===== src/rtl/simt_dm_pkg.sv =====
package simt_dm_pkg;
   typedef enum logic [2:0] {
      CMD_IDLE  = 3'd0,
      CMD_OPEN  = 3'd1,
      CMD_FLIP  = 3'd2,
      CMD_CLOSE = 3'd3,
      CMD_CLASH = 3'd4
   } dm_cmd_e;
endpackage


===== src/rtl/dm_strobe_dec.sv =====
module dm_strobe_dec
   import simt_dm_pkg::*;
(
   input  logic    open_i,
   input  logic    then_i,
   input  logic    else_i,
   output dm_cmd_e cmd_o
);
   logic [1:0] hits;

   always_comb begin
      hits = {1'b0, open_i} + {1'b0, then_i} + {1'b0, else_i};
      if (hits > 2'd1)   cmd_o = CMD_CLASH;
      else if (open_i)   cmd_o = CMD_OPEN;
      else if (then_i)   cmd_o = CMD_FLIP;
      else if (else_i)   cmd_o = CMD_CLOSE;
      else               cmd_o = CMD_IDLE;
   end
endmodule


===== src/rtl/dm_lane_split.sv =====
module dm_lane_split #(
   parameter int LANES     = 32,
   parameter bit PER_LANE  = 1'b1
) (
   input  logic [LANES-1:0] cur_i,
   input  logic [LANES-1:0] pred_i,
   output logic [LANES-1:0] then_o,
   output logic [LANES-1:0] else_o,
   output logic             then_any_o,
   output logic             else_any_o
);
   if (LANES < 1) begin : g_bad_lanes
      $error("dm_lane_split: LANES must be at least 1");
   end

   if (PER_LANE) begin : g_lane
      for (genvar l = 0; l < LANES; l++) begin : g_bit
         assign then_o[l] = cur_i[l] &  pred_i[l];
         assign else_o[l] = cur_i[l] & ~pred_i[l];
      end
   end else begin : g_vec
      assign then_o = cur_i &  pred_i;
      assign else_o = cur_i & ~pred_i;
   end

   assign then_any_o = |then_o;
   assign else_any_o = |else_o;
endmodule


===== src/rtl/dm_mask_stack.sv =====
module dm_mask_stack #(
   parameter int LANES = 32,
   parameter int DEPTH = 4
) (
   input  logic             clk,
   input  logic             rst_n,
   input  logic             push_i,
   input  logic             pop_i,
   input  logic             mark_else_i,
   input  logic [LANES-1:0] push_restore_i,
   input  logic [LANES-1:0] push_else_i,
   input  logic             push_in_else_i,
   output logic [LANES-1:0] top_restore_o,
   output logic [LANES-1:0] top_else_o,
   output logic             top_in_else_o,
   output logic [$clog2(DEPTH+1)-1:0] level_o,
   output logic             full_o,
   output logic             empty_o
);
   localparam int LW = $clog2(DEPTH+1);
   localparam int IW = (DEPTH > 1) ? $clog2(DEPTH) : 1;

   if (DEPTH < 2) begin : g_bad_depth
      $error("dm_mask_stack: DEPTH must be at least 2");
   end

   logic [LANES-1:0] restore_mem [DEPTH];
   logic [LANES-1:0] else_mem    [DEPTH];
   logic [DEPTH-1:0] phase_mem;
   logic [LW-1:0]    level_q;
   logic [LW-1:0]    level_m1;
   logic [IW-1:0]    top_idx;
   logic [IW-1:0]    wr_idx;

   assign level_m1 = level_q - LW'(1);
   assign top_idx  = level_m1[IW-1:0];
   assign wr_idx   = level_q[IW-1:0];

   for (genvar e = 0; e < DEPTH; e++) begin : g_entry
      always_ff @(posedge clk) begin
         if (!rst_n) begin
            restore_mem[e] <= '0;
            else_mem[e]    <= '0;
            phase_mem[e]   <= 1'b0;
         end else if (push_i && wr_idx == IW'(e)) begin
            restore_mem[e] <= push_restore_i;
            else_mem[e]    <= push_else_i;
            phase_mem[e]   <= push_in_else_i;
         end else if (mark_else_i && top_idx == IW'(e)) begin
            phase_mem[e]   <= 1'b1;
         end
      end
   end

   always_ff @(posedge clk) begin
      if (!rst_n)      level_q <= '0;
      else if (push_i) level_q <= level_q + LW'(1);
      else if (pop_i)  level_q <= level_m1;
   end

   assign empty_o       = (level_q == '0);
   assign full_o        = (level_q == LW'(DEPTH));
   assign top_restore_o = empty_o ? '1   : restore_mem[top_idx];
   assign top_else_o    = empty_o ? '0   : else_mem[top_idx];
   assign top_in_else_o = empty_o ? 1'b0 : phase_mem[top_idx];
   assign level_o       = level_q;


   no_overflow_chk: assert property (@(posedge clk) disable iff (!rst_n)
      level_q <= LW'(DEPTH));


   push_step_chk: assert property (@(posedge clk) disable iff (!rst_n)
      push_i |=> (level_q == $past(level_q) + LW'(1)));


   push_pop_excl_chk: assert property (@(posedge clk) disable iff (!rst_n)
      !(push_i && pop_i));
endmodule


===== src/rtl/dm_seq_ctrl.sv =====
module dm_seq_ctrl
   import simt_dm_pkg::*;
#(
   parameter int LANES = 32,
   parameter int DEPTH = 4
) (
   input  logic             clk,
   input  logic             rst_n,
   input  dm_cmd_e          cmd_i,
   input  logic [LANES-1:0] then_m_i,
   input  logic [LANES-1:0] else_m_i,
   input  logic             then_any_i,
   input  logic             else_any_i,
   input  logic [LANES-1:0] top_restore_i,
   input  logic [LANES-1:0] top_else_i,
   input  logic             top_in_else_i,
   input  logic             full_i,
   input  logic             empty_i,
   output logic [LANES-1:0] active_o,
   output logic             push_o,
   output logic             pop_o,
   output logic             mark_else_o,
   output logic             push_in_else_o,
   output logic             skip_o,
   output logic             err_o
);
   logic [LANES-1:0] active_q, active_d;
   logic             skip_d, err_d, skip_q, err_q;

   always_comb begin
      active_d       = active_q;
      push_o         = 1'b0;
      pop_o          = 1'b0;
      mark_else_o    = 1'b0;
      push_in_else_o = 1'b0;
      skip_d         = 1'b0;
      err_d          = 1'b0;
      unique case (cmd_i)
         CMD_CLASH: err_d = 1'b1;
         CMD_OPEN: begin
            if (full_i) begin
               err_d = 1'b1;
            end else if (then_any_i) begin
               push_o   = 1'b1;
               active_d = then_m_i;
            end else if (else_any_i) begin
               push_o         = 1'b1;
               push_in_else_o = 1'b1;
               active_d       = else_m_i;
               skip_d         = 1'b1;
            end else begin
               skip_d = 1'b1;
            end
         end
         CMD_FLIP: begin
            if (empty_i || top_in_else_i) begin
               err_d = 1'b1;
            end else if (top_else_i != '0) begin
               mark_else_o = 1'b1;
               active_d    = top_else_i;
            end else begin
               pop_o    = 1'b1;
               active_d = top_restore_i;
               skip_d   = 1'b1;
            end
         end
         CMD_CLOSE: begin
            if (empty_i || !top_in_else_i) begin
               err_d = 1'b1;
            end else begin
               pop_o    = 1'b1;
               active_d = top_restore_i;
            end
         end
         default: ;
      endcase
   end

   always_ff @(posedge clk) begin
      if (!rst_n) begin
         active_q <= '1;
         skip_q   <= 1'b0;
         err_q    <= 1'b0;
      end else begin
         active_q <= active_d;
         skip_q   <= skip_d;
         err_q    <= err_d;
      end
   end

   assign active_o = active_q;
   assign skip_o   = skip_q;
   assign err_o    = err_q;


   flip_disjoint_chk: assert property (@(posedge clk) disable iff (!rst_n)
      mark_else_o |=> ((active_q & $past(active_q)) == '0));


   err_hold_chk: assert property (@(posedge clk) disable iff (!rst_n)
      err_q |-> $stable(active_q));


   flag_excl_chk: assert property (@(posedge clk) disable iff (!rst_n)
      !(skip_q && err_q));


   nest_subset_chk: assert property (@(posedge clk) disable iff (!rst_n)
      !empty_i |-> ((active_q & ~top_restore_i) == '0));
endmodule


===== src/rtl/simt_divmask_unit.sv =====
module simt_divmask_unit
   import simt_dm_pkg::*;
#(
   parameter int LANES    = 32,
   parameter int DEPTH    = 4,
   parameter bit PER_LANE = 1'b1,
   localparam int LW      = $clog2(DEPTH+1)
) (
   input  logic             clk,
   input  logic             rst_n,
   input  logic [LANES-1:0] lane_pred,
   input  logic             br_open,
   input  logic             then_done,
   input  logic             else_done,
   output logic [LANES-1:0] active_mask,
   output logic             in_else,
   output logic [LW-1:0]    nest_level,
   output logic             path_skip,
   output logic             seq_err
);
   dm_cmd_e          cmd;
   logic [LANES-1:0] then_m, else_m, top_restore, top_else, cur;
   logic             then_any, else_any, top_in_else, full, empty;
   logic             push, pop, mark_else, push_in_else;

   dm_strobe_dec u_dec (
      .open_i (br_open),
      .then_i (then_done),
      .else_i (else_done),
      .cmd_o  (cmd)
   );

   dm_lane_split #(.LANES(LANES), .PER_LANE(PER_LANE)) u_split (
      .cur_i      (cur),
      .pred_i     (lane_pred),
      .then_o     (then_m),
      .else_o     (else_m),
      .then_any_o (then_any),
      .else_any_o (else_any)
   );

   dm_mask_stack #(.LANES(LANES), .DEPTH(DEPTH)) u_stack (
      .clk            (clk),
      .rst_n          (rst_n),
      .push_i         (push),
      .pop_i          (pop),
      .mark_else_i    (mark_else),
      .push_restore_i (cur),
      .push_else_i    (else_m),
      .push_in_else_i (push_in_else),
      .top_restore_o  (top_restore),
      .top_else_o     (top_else),
      .top_in_else_o  (top_in_else),
      .level_o        (nest_level),
      .full_o         (full),
      .empty_o        (empty)
   );

   dm_seq_ctrl #(.LANES(LANES), .DEPTH(DEPTH)) u_ctrl (
      .clk            (clk),
      .rst_n          (rst_n),
      .cmd_i          (cmd),
      .then_m_i       (then_m),
      .else_m_i       (else_m),
      .then_any_i     (then_any),
      .else_any_i     (else_any),
      .top_restore_i  (top_restore),
      .top_else_i     (top_else),
      .top_in_else_i  (top_in_else),
      .full_i         (full),
      .empty_i        (empty),
      .active_o       (cur),
      .push_o         (push),
      .pop_o          (pop),
      .mark_else_o    (mark_else),
      .push_in_else_o (push_in_else),
      .skip_o         (path_skip),
      .err_o          (seq_err)
   );

   assign active_mask = cur;
   assign in_else     = top_in_else;
endmodule


===== config.mk =====
export PLATFORM = sky130hd
export DESIGN_NAME = simt_divmask_unit
export DESIGN_NICKNAME = d
export VERILOG_FILES = /design/src/rtl/simt_dm_pkg.sv /design/src/rtl/dm_strobe_dec.sv /design/src/rtl/dm_lane_split.sv /design/src/rtl/dm_mask_stack.sv /design/src/rtl/dm_seq_ctrl.sv /design/src/rtl/simt_divmask_unit.sv
export SDC_FILE = /design/constraint.sdc
export NUM_CORES = 1
export LEC_CHECK = 0
export BUFFER_PORTS_ARGS = -buffer_cell sky130_fd_sc_hd__clkbuf_2
export CORE_ASPECT_RATIO = 0.75
export CORE_MARGIN = 2
export CORE_UTILIZATION = 50
export DETAILED_ROUTE_END_ITERATION = 6
export PLACE_DENSITY_LB_ADDON = 0.12
export SYNTH_ARGS = -nofsm -noshare
export SYNTH_HDL_FRONTEND = slang
export SYNTH_SLANG_ARGS = --single-unit
export TNS_END_PERCENT = 20

===== constraint.sdc =====
create_clock -name clk -period 5.3 [get_ports clk]
set_clock_uncertainty 0.15 [all_clocks]
set_input_delay 1.06 -clock clk [delete_from_list [all_inputs] [get_ports clk]]
set_output_delay 1.06 -clock clk [all_outputs]
set_load 0.01 [all_outputs]

; Word-level counts from Yosys, hierarchy flattened
; Memories as Yosys holds them, arrays and structs flattened.
; Cells that the tools add are included.
[op_classes]
addsub = 4
multipliers = 0
div_mod_pow = 0
n_lt_le_gt_ge = 2
n_eq_ne = 15
shift = 0
n_mux = 68
n_bitwise = 104
reduce_logical = 24
[ops]
columns = op, n
row1 = two-way mux 32 bit, 16
row2 = case mux 32 bit (3 select lines), 1
row3 = bitwise AND 1 bit, 64
row4 = OR reduction 32 bit, 2
row5 = two-way mux 1 bit, 41
row6 = inverter 1 bit, 32
row7 = nonzero test 32 bit, 1
row8 = two-way mux 3 bit, 5
row9 = nonzero test 2 bit, 5
row10 = == test 2 bit (second input constant), 4
row11 = logical AND 1 bit, 8
row12 = bitwise OR 1 bit, 8
row13 = == test 3 x 2 -> 1 bit (second input constant), 2
row14 = == test 3 bit (second input constant), 2
row15 = != test 2 bit (second input constant), 3
row16 = AND reduction 5 bit, 1
row17 = == test 2 x 1 -> 1 bit (second input constant), 2
row18 = zero test 2 bit, 2
row19 = case mux 1 bit (2 select lines), 2
row20 = case mux 1 bit (4 select lines), 1
row21 = adder 3 x 1 -> 3 bit (second input constant), 1
row22 = == test 3 x 1 -> 1 bit (second input constant), 1
row23 = zero test 3 bit, 1
row24 = less-than comparator 2 x 3 -> 1 bit (second input constant), 1
row25 = 10 further kinds, 11
[totals]
reg_bits = 41
latch_bits = 0
mem_bits_rw = 256
romBits = 0
output_inout_bits = 38
n_memories = 2
[mem_list]
columns = memory, words, width, read_ports, rd_ports_with_merged_regs, wr, line
row1 = u_stack.else_mem, 4, 32, 1, 0, 4, dm_mask_stack.sv:28  ; logic [LANES-1:0] else_mem [DEPTH];
row2 = u_stack.restore_mem, 4, 32, 1, 0, 4, dm_mask_stack.sv:27  ; logic [LANES-1:0] restore_mem [DEPTH];

; Longest topological paths before layout
; Gate-level depths: netlist of run 1.
[depth]
ltp_word = 12
ltp_mapped = 15

; Cells and area by module
; From an unflattened synthesis of run 1, not the netlist that was laid out.
[unflattened]
hier_cells = 1168
area_unflattened_um2 = 15034.4
[by_module_without_submodules]
columns = mod, instances, cells_per_inst, area_per_inst_um2
row1 = dm_mask_stack, 1, 744, 11810.1
row2 = dm_seq_ctrl, 1, 329, 2601.2
row3 = dm_lane_split, 1, 88, 570.5
row4 = dm_strobe_dec, 1, 7, 52.6

; Worst setup path after synthesis of run 1
; OpenSTA, ideal clock, no wires.
[synth_path]
kind = reg-to-reg
start = register u_stack.level_q[0] (netlist: u_stack.level_o[0])
end = memory u_stack.else_mem[0][0] (enable)
arrival_ps = 4267
t_required_ps = 4732
path_slack_ps = 465
path_stages_with_launch = 14
cell_sequence = dfxtp_1 -> buf_2 -> buf_6 -> buf_6 -> buf_1 -> inv_1 -> ha_1 -> nand2_1 -> nand3_1 -> a31oi_1 -> clkbuf_1 -> clkbuf_1 -> a21boi_0 -> inv_1
[synth_lines]
columns = item, line
row1 = start: declaration, dm_mask_stack.sv:30  ; logic [LW-1:0] level_q;
row2 = start signal: assignment, dm_mask_stack.sv:57  ; else if (push_i) level_q <= level_q + LW'(1);
row3 = start signal: assignment, dm_mask_stack.sv:58  ; else if (pop_i) level_q <= level_m1;
row4 = end: declaration, dm_mask_stack.sv:28

; Worst setup path after layout of run 1
[layout_path]
start = register u_stack.level_q[1] (netlist: u_stack.level_o[1])
end = register u_ctrl.active_q[16] (netlist: u_ctrl.active_o[16])
[layout_via]
elab_chain_cells = 8
elab_cells_between_ends = 22
[layout_rtl]
columns = item, line
row1 = "parallel branches: the longest is 8 deep, another holds memory read (4 x 32 bit)", -
row2 = end signal: assignment, dm_seq_ctrl.sv:85  ; active_q <= active_d;
row3 = end: declaration, dm_seq_ctrl.sv:27  ; logic [LANES-1:0] active_q, active_d;
; Several ways; the timed one is not identified. The select of a mux whose other input is x is not followed.
; A chain may end at the register's enable or synchronous reset.

==> results of run 1 <==
## final cells by class
class                           count  area (µm²)  area share
Multi-Input combinational cell    626        5120       0.328
Tap cell                          351         439      0.0281
Timing Repair Buffer               98         563      0.0361
Clock buffer                       45         817      0.0524
Clock inverter                     10         108     0.00690
Inverter                           13        48.8     0.00313
Sequential cell                   297        8510       0.546
## sequential cells by signal, indices dropped and copies added, names as in the netlist
signal               count
u_ctrl.skip_o            1
u_stack.else_mem       128
u_ctrl.active_o         32
u_stack.level_o          3
u_ctrl.err_o             1
u_stack.phase_mem        4
u_stack.restore_mem    128
## stage by stage
stage,hold slack [ns],power [W],utilization
floorplan,0.373,0.00326,-
global placement,0.406,0.00356,0.540
detailed placement,0.402,0.00356,0.540
CTS,0.421,0.00559,0.574
global route,0.453,0.00575,0.574
finish,0.423,0.00556,0.574
## per-layer routing
layer  track usage  wire length, µm  share of wire  vias to the layer above
met3        0.0469             3540          0.090                       85
li1              -                -              -                     3997
met1         0.435            17700           0.45                     4699
met4        0.0891             1370          0.035                        0
met2         0.379            16700           0.42                      457
met5             0                0              0                        -
## where the power goes
group          total (W)  switching, W  internal [W]  leakage [nW]
sequential       0.00280      0.000110       0.00269          3.01
clock            0.00204      0.000879       0.00116         0.449
combinational   0.000724      0.000462      0.000262          2.18
total            0.00556       0.00145       0.00411          5.63
## cells by family after synthesis
group | count (synthesis) | share of synthesized area
multiplexers | 66 | 0.106
XOR/XNOR | 31 | 0.0195
buffers and inverters | 89 | 0.0278
AND/OR/NAND/NOR | 377 | 0.151
flip-flops | 297 | 0.610
adder cells (fa/ha/maj) | 7 | 0.00628
AO/OA/AOI/OAI | 145 | 0.0791
## path summary, 6_finish.rpt
| check | start | slack, ns | cells past startpoint | endpoint |
|---|---|---|---|---|
| max | u_stack.level_o[1] | 1.33 | 9 | u_ctrl.active_o[16] |
| min | u_stack.level_o[2] | 0.42 | 2 | u_stack.level_o[2] |
| max reg2reg | u_stack.level_o[1] | 1.33 | 9 | u_ctrl.active_o[16] |
| min reg2reg | u_stack.level_o[2] | 0.42 | 2 | u_stack.level_o[2] |
## critical path, delay by kind of cell, from the launching register on
family	cells	cell delay (ns)
simple gates	2	0.93
compound gates	3	0.72
fa+ha+maj	1	0.69
buf+inv	2	0.50
mux	1	0.47
flops	1	0.41
## placed cells by master, fill, tap and decap left out, drive strengths merged, types with 2 or more instances in the layout
cell type	Yosys	routed
nand3	6	6
nor3	3	3
mux4	65	65
nor4	13	13
clkbuf	57	119
nor4b	32	32
nand2b	37	37
and3	4	4
o211ai	34	34
a22oi	16	16
nor2	131	131
clkinv	0	8
a22o	4	4
a211oi	2	2
a32oi	32	32
edfxtp	256	256
dfxtp	41	41
inv	13	13
ha	7	7
o21a	3	3
and2	130	130
bufinv	0	2
a21oi	4	4
o21bai	5	5
buf	19	24
a31oi	33	33
a21boi	5	5
nand2	4	4
nand4	14	14
xor2	31	31
==> out/metrics.csv, run 1 <==
metric,value,unit
status,"finished, final reports clean",
numCtsBuffers,30,
synth_commonest_cells,"edfxtp_1 (256), nor2_1 (131), and2_1 (130), mux4_2 (65), clkbuf_1 (57)",
maxCapViolCount,0,
dieArea,29300,µm²
antenna_found_initial,0,
hold_buffers,0,
io_buffers,74,
grt_max_degree,53,
die-width,197,µm
fmax,252,MHz
coreArea,27200,µm²
worst_slew_pin_slew,1.30,ns
yosysUniqueCellTypes,46,
first_iter_violations,982,
synth_warnings,0,
min_period,3.97,ns
syn-num-nets,1056,
worstPathArrival,4.32,ns
drc_errors,0,
cts_resized,0,
clkLatencyLatePin,0.57,ns
crit_path_end_kind,register,
ir_worst_vdd,0.334,mV
hold_violations,0,
area_growth,11.9,%
avgViaCountPerCell,6.42,
finalSetupViolCount,0,
hpwlAfterDp,24800,µm
synth-edff-count,256,
ys_async_sr_fraction,0,
grt_pass1_vias,8687,
yosysMostFrequentCell,edfxtp_1,
maxSlewViolCount,0,
vias,9238,
syn_inst,1012,
yosysSeqAreaShare,0.610,
avgSynthCellArea,13.8,µm²
slew_headroom,0.135,
ys.flop_type,edfxtp_1,
cts.htree.levels,1,
synth_top_area_share,0.551,
pre_cts_slack,1.03,ns
clk_pin_slew,0.07,ns
synth_top_area_cell,edfxtp_1,
post-route-period-util,0.750,
fin_setup_tns,0,ns
dp.cells,1385,
cp_slowest_stage_delay,0.69,ns
root_buffer,clkbuf_16,
leakagePower,5.63,nW
cts.sinks,297,
grt_pass1_wl,58300,µm
gp_congestion,0.931,
startpoint_type,register,
wl_per_cell,27.3,µm
first_pass_iters,5,
stdcell_count,1440,
path_cells,"inv_1, ha_4, mux4_2, nor4_1, nand4_1, o211ai_2, buf_4, o211ai_1, a31oi_1",
cts_setup_buffers,0,
ctsLongestPathBuffers,3,
critPathSlowestCell,ha_4,
design_area,15600,µm²
rsz0062_at_grt,no,
fillCellCount,2199,
p_per_area,357,nW/µm²
start_util,0.513,
setup_ws,1.33,ns
grt_overflow,0,
drive_above_1_share,0.198,
postPlaceCellArea,14700,µm²
path_max_fanout,37,
die_height,149,µm
path_class,register to register,
drt-total-wl,39300,µm
io-pin-count,75,
syn_area,13900,µm²
ant_nets,0,
hp-class,register to register,
nets,1110,
required,5.65,ns
diodes,0,
ys_top_cells_by_area,"edfxtp_1 (55%), mux4_2 (10%), dfxtp_1 (5.9%)",
rows,52,
grt_use_total,0.273,
ys_seq_elements,297,
cts_tree,built,
No activity file was read; power rests on OpenSTA's default activity.
==> run 2, diff against run 1 <==
Clock period 5.3 ns to 3.4 ns, I/O delays scaled along.
==> out/metrics.csv, run 2 (synthesis gave the netlist of run 1 again) <==
metric,value,unit,change
first_pass_iters,5,,unchanged
avgViaCountPerCell,6.37,,-0.65%
cts.sinks,297,,unchanged
grt_pass1_vias,9232,,+6.3%
coreArea,27200,µm²,unchanged
finalSetupViolCount,0,,unchanged
drc_errors,0,,unchanged
required,2.57,ns,-3.08 ns
vias,9567,,+3.6%
path_class,register to output port,,
hp-start,u_stack.phase_mem[0],,
slew_headroom,0.533,,+0.397
start_util,0.513,,unchanged
worstPathArrival,2.44,ns,-1.88 ns
area_growth,17.9,%,
r2r-end,u_stack.level_o[1],,
io_buffers,74,,unchanged
path_max_fanout,22,,-41%
finish.utilization,0.604,,+0.0305
diodes,0,,unchanged
numCtsBuffers,30,,unchanged
clkLatencyLatePin,0.56,ns,about the same
rows,52,,unchanged
design_area,16400,µm²,+5.3%
hold_violations,0,,unchanged
mostFrequentLayoutCell,edfxtp_1,,
dieArea,29300,µm²,unchanged
clk_pin_slew,0.07,ns,about the same
first_iter_violations,1057,,+7.6%
hpwlAfterDp,27300,µm,+10%
final_cell_mix,"edfxtp_1 (256), and2_1 (130), nor2_1 (130), clkbuf_2 (74), mux4_2 (65)",,
p_per_area,542,nW/µm²,+52%
die_height,149,µm,unchanged
startpoint_type,register,,
root_buffer,clkbuf_16,,
r2r_slack,0.17,ns,-1.16 ns
min_path_cells,2,,unchanged
gp_congestion,0.931,,about the same
stdcell_count,1501,,+4.2%
hold_buffers,0,,unchanged
wl_per_cell,27.3,µm,about the same
hp-class,register to register,,
fillCellCount,2125,,-3.4%
die-width,197,µm,unchanged
status,"finished, final reports clean",,
r2r_cells,11,,+2
ant_nets,0,,unchanged
antenna_found_initial,0,,unchanged
fin_setup_tns,0,ns,unchanged
worst_slew_pin_slew,0.701,ns,-0.596 ns
grt_max_degree,47,,-11%
grt_use_total,0.285,,+0.0116
drt-total-wl,41000,µm,+4.3%
post-route-period-util,0.960,,
startpoint,u_stack.level_o[0],,
maxCapViolCount,0,,unchanged
io-pin-count,75,,unchanged
fmax,306,MHz,
dp.cells,1440,,+4.0%
cts_tree,built,,
rsz0062_at_grt,no,,
grt_overflow,0,,unchanged
cts.htree.levels,1,,unchanged
postPlaceCellArea,15400,µm²,+4.8%
ir_worst_vdd,0.390,mV,+17%
maxSlewViolCount,0,,unchanged
drive_above_1_share,0.255,,+0.0564
crit_path_end_kind,output port,,
leakagePower,6.03,nW,+7.1%
min_period,3.27,ns,
ctsLongestPathBuffers,3,,unchanged
rr_startpoint,u_stack.level_o[0],,
hold_end,u_stack.phase_mem[0],,
grt_pass1_wl,60900,µm,+4.5%
nets,1170,,+5.4%
total_power,0.00890,W,+60%
## run 2: cell types whose count changed in the layout (fill, tap and decap cells not counted), sizes merged
| cell | delta |
|---|---|
| buf | +59 |
| clkbuf | -5 |
| clkinv | +3 |
| clkinvlp | +8 |
| inv | -4 |
## run 2: area by class of cell
type / count / area (µm²) / share of cell area
flip-flops and latches: 297 / 8510 / 0.518
multi-input cells: 626 / 5200 / 0.317
repair buffers: 158 / 1260 / 0.0766
clock buffers: 39 / 816 / 0.0496
well taps: 351 / 439 / 0.0267
clock inverters: 17 / 141 / 0.00860
inverters: 13 / 63.8 / 0.00388
## run 2: critical path, stage by stage (launching register included)
cell and delay (ns):
dfxtp_4 0.40, buf_16 0.22, buf_8 0.25, mux4_2 0.54, buf_4 0.18, inv_1 0.08
nor2_1 0.06, clkbuf_2 0.15
## run 2: timing repair
action,4_1_cts,5_1_grt
cloned,0,1
setup endpoints to repair,1,24
buffers inserted,0,4
pin swaps,0,1
resized for setup,3,1
## run 2: metal layers
layer	global-route usage	vias to the layer above	routed length, µm
li1	-	4127	-
met1	0.447	4836	18200
met2	0.393	520	17500
met3	0.0608	84	4110
met4	0.0917	0	1200
met5	0	-	0
## run 2: report_power, final
part / internal [W] / switching, W
Clock: 0.00184 / 0.00139
Combinational: 0.000528 / 0.000798
Sequential: 0.00420 / 0.000155
Total: 0.00656 / 0.00234
## run 2: how the worst max path moves through the flow
stage                               to  depth (start not counted)
2_1_floorplan   u_stack.else_mem[0][0]                          8
3_3_place_gp    u_stack.else_mem[3][9]                          8
3_5_place_dp   u_stack.else_mem[3][27]                          8
4_1_cts                        in_else                          7
5_1_grt                        in_else                          7
6_report                       in_else                          7
## run 2: per-stage QoR
step           setup slack (ns)  hold WS [ns]
6_report                  0.135         0.425
5_1_grt                  0.0133         0.439
4_1_cts                 0.00784         0.412
3_5_place_dp             0.0340         0.408
3_3_place_gp             0.0828         0.396
2_1_floorplan            -0.160         0.373
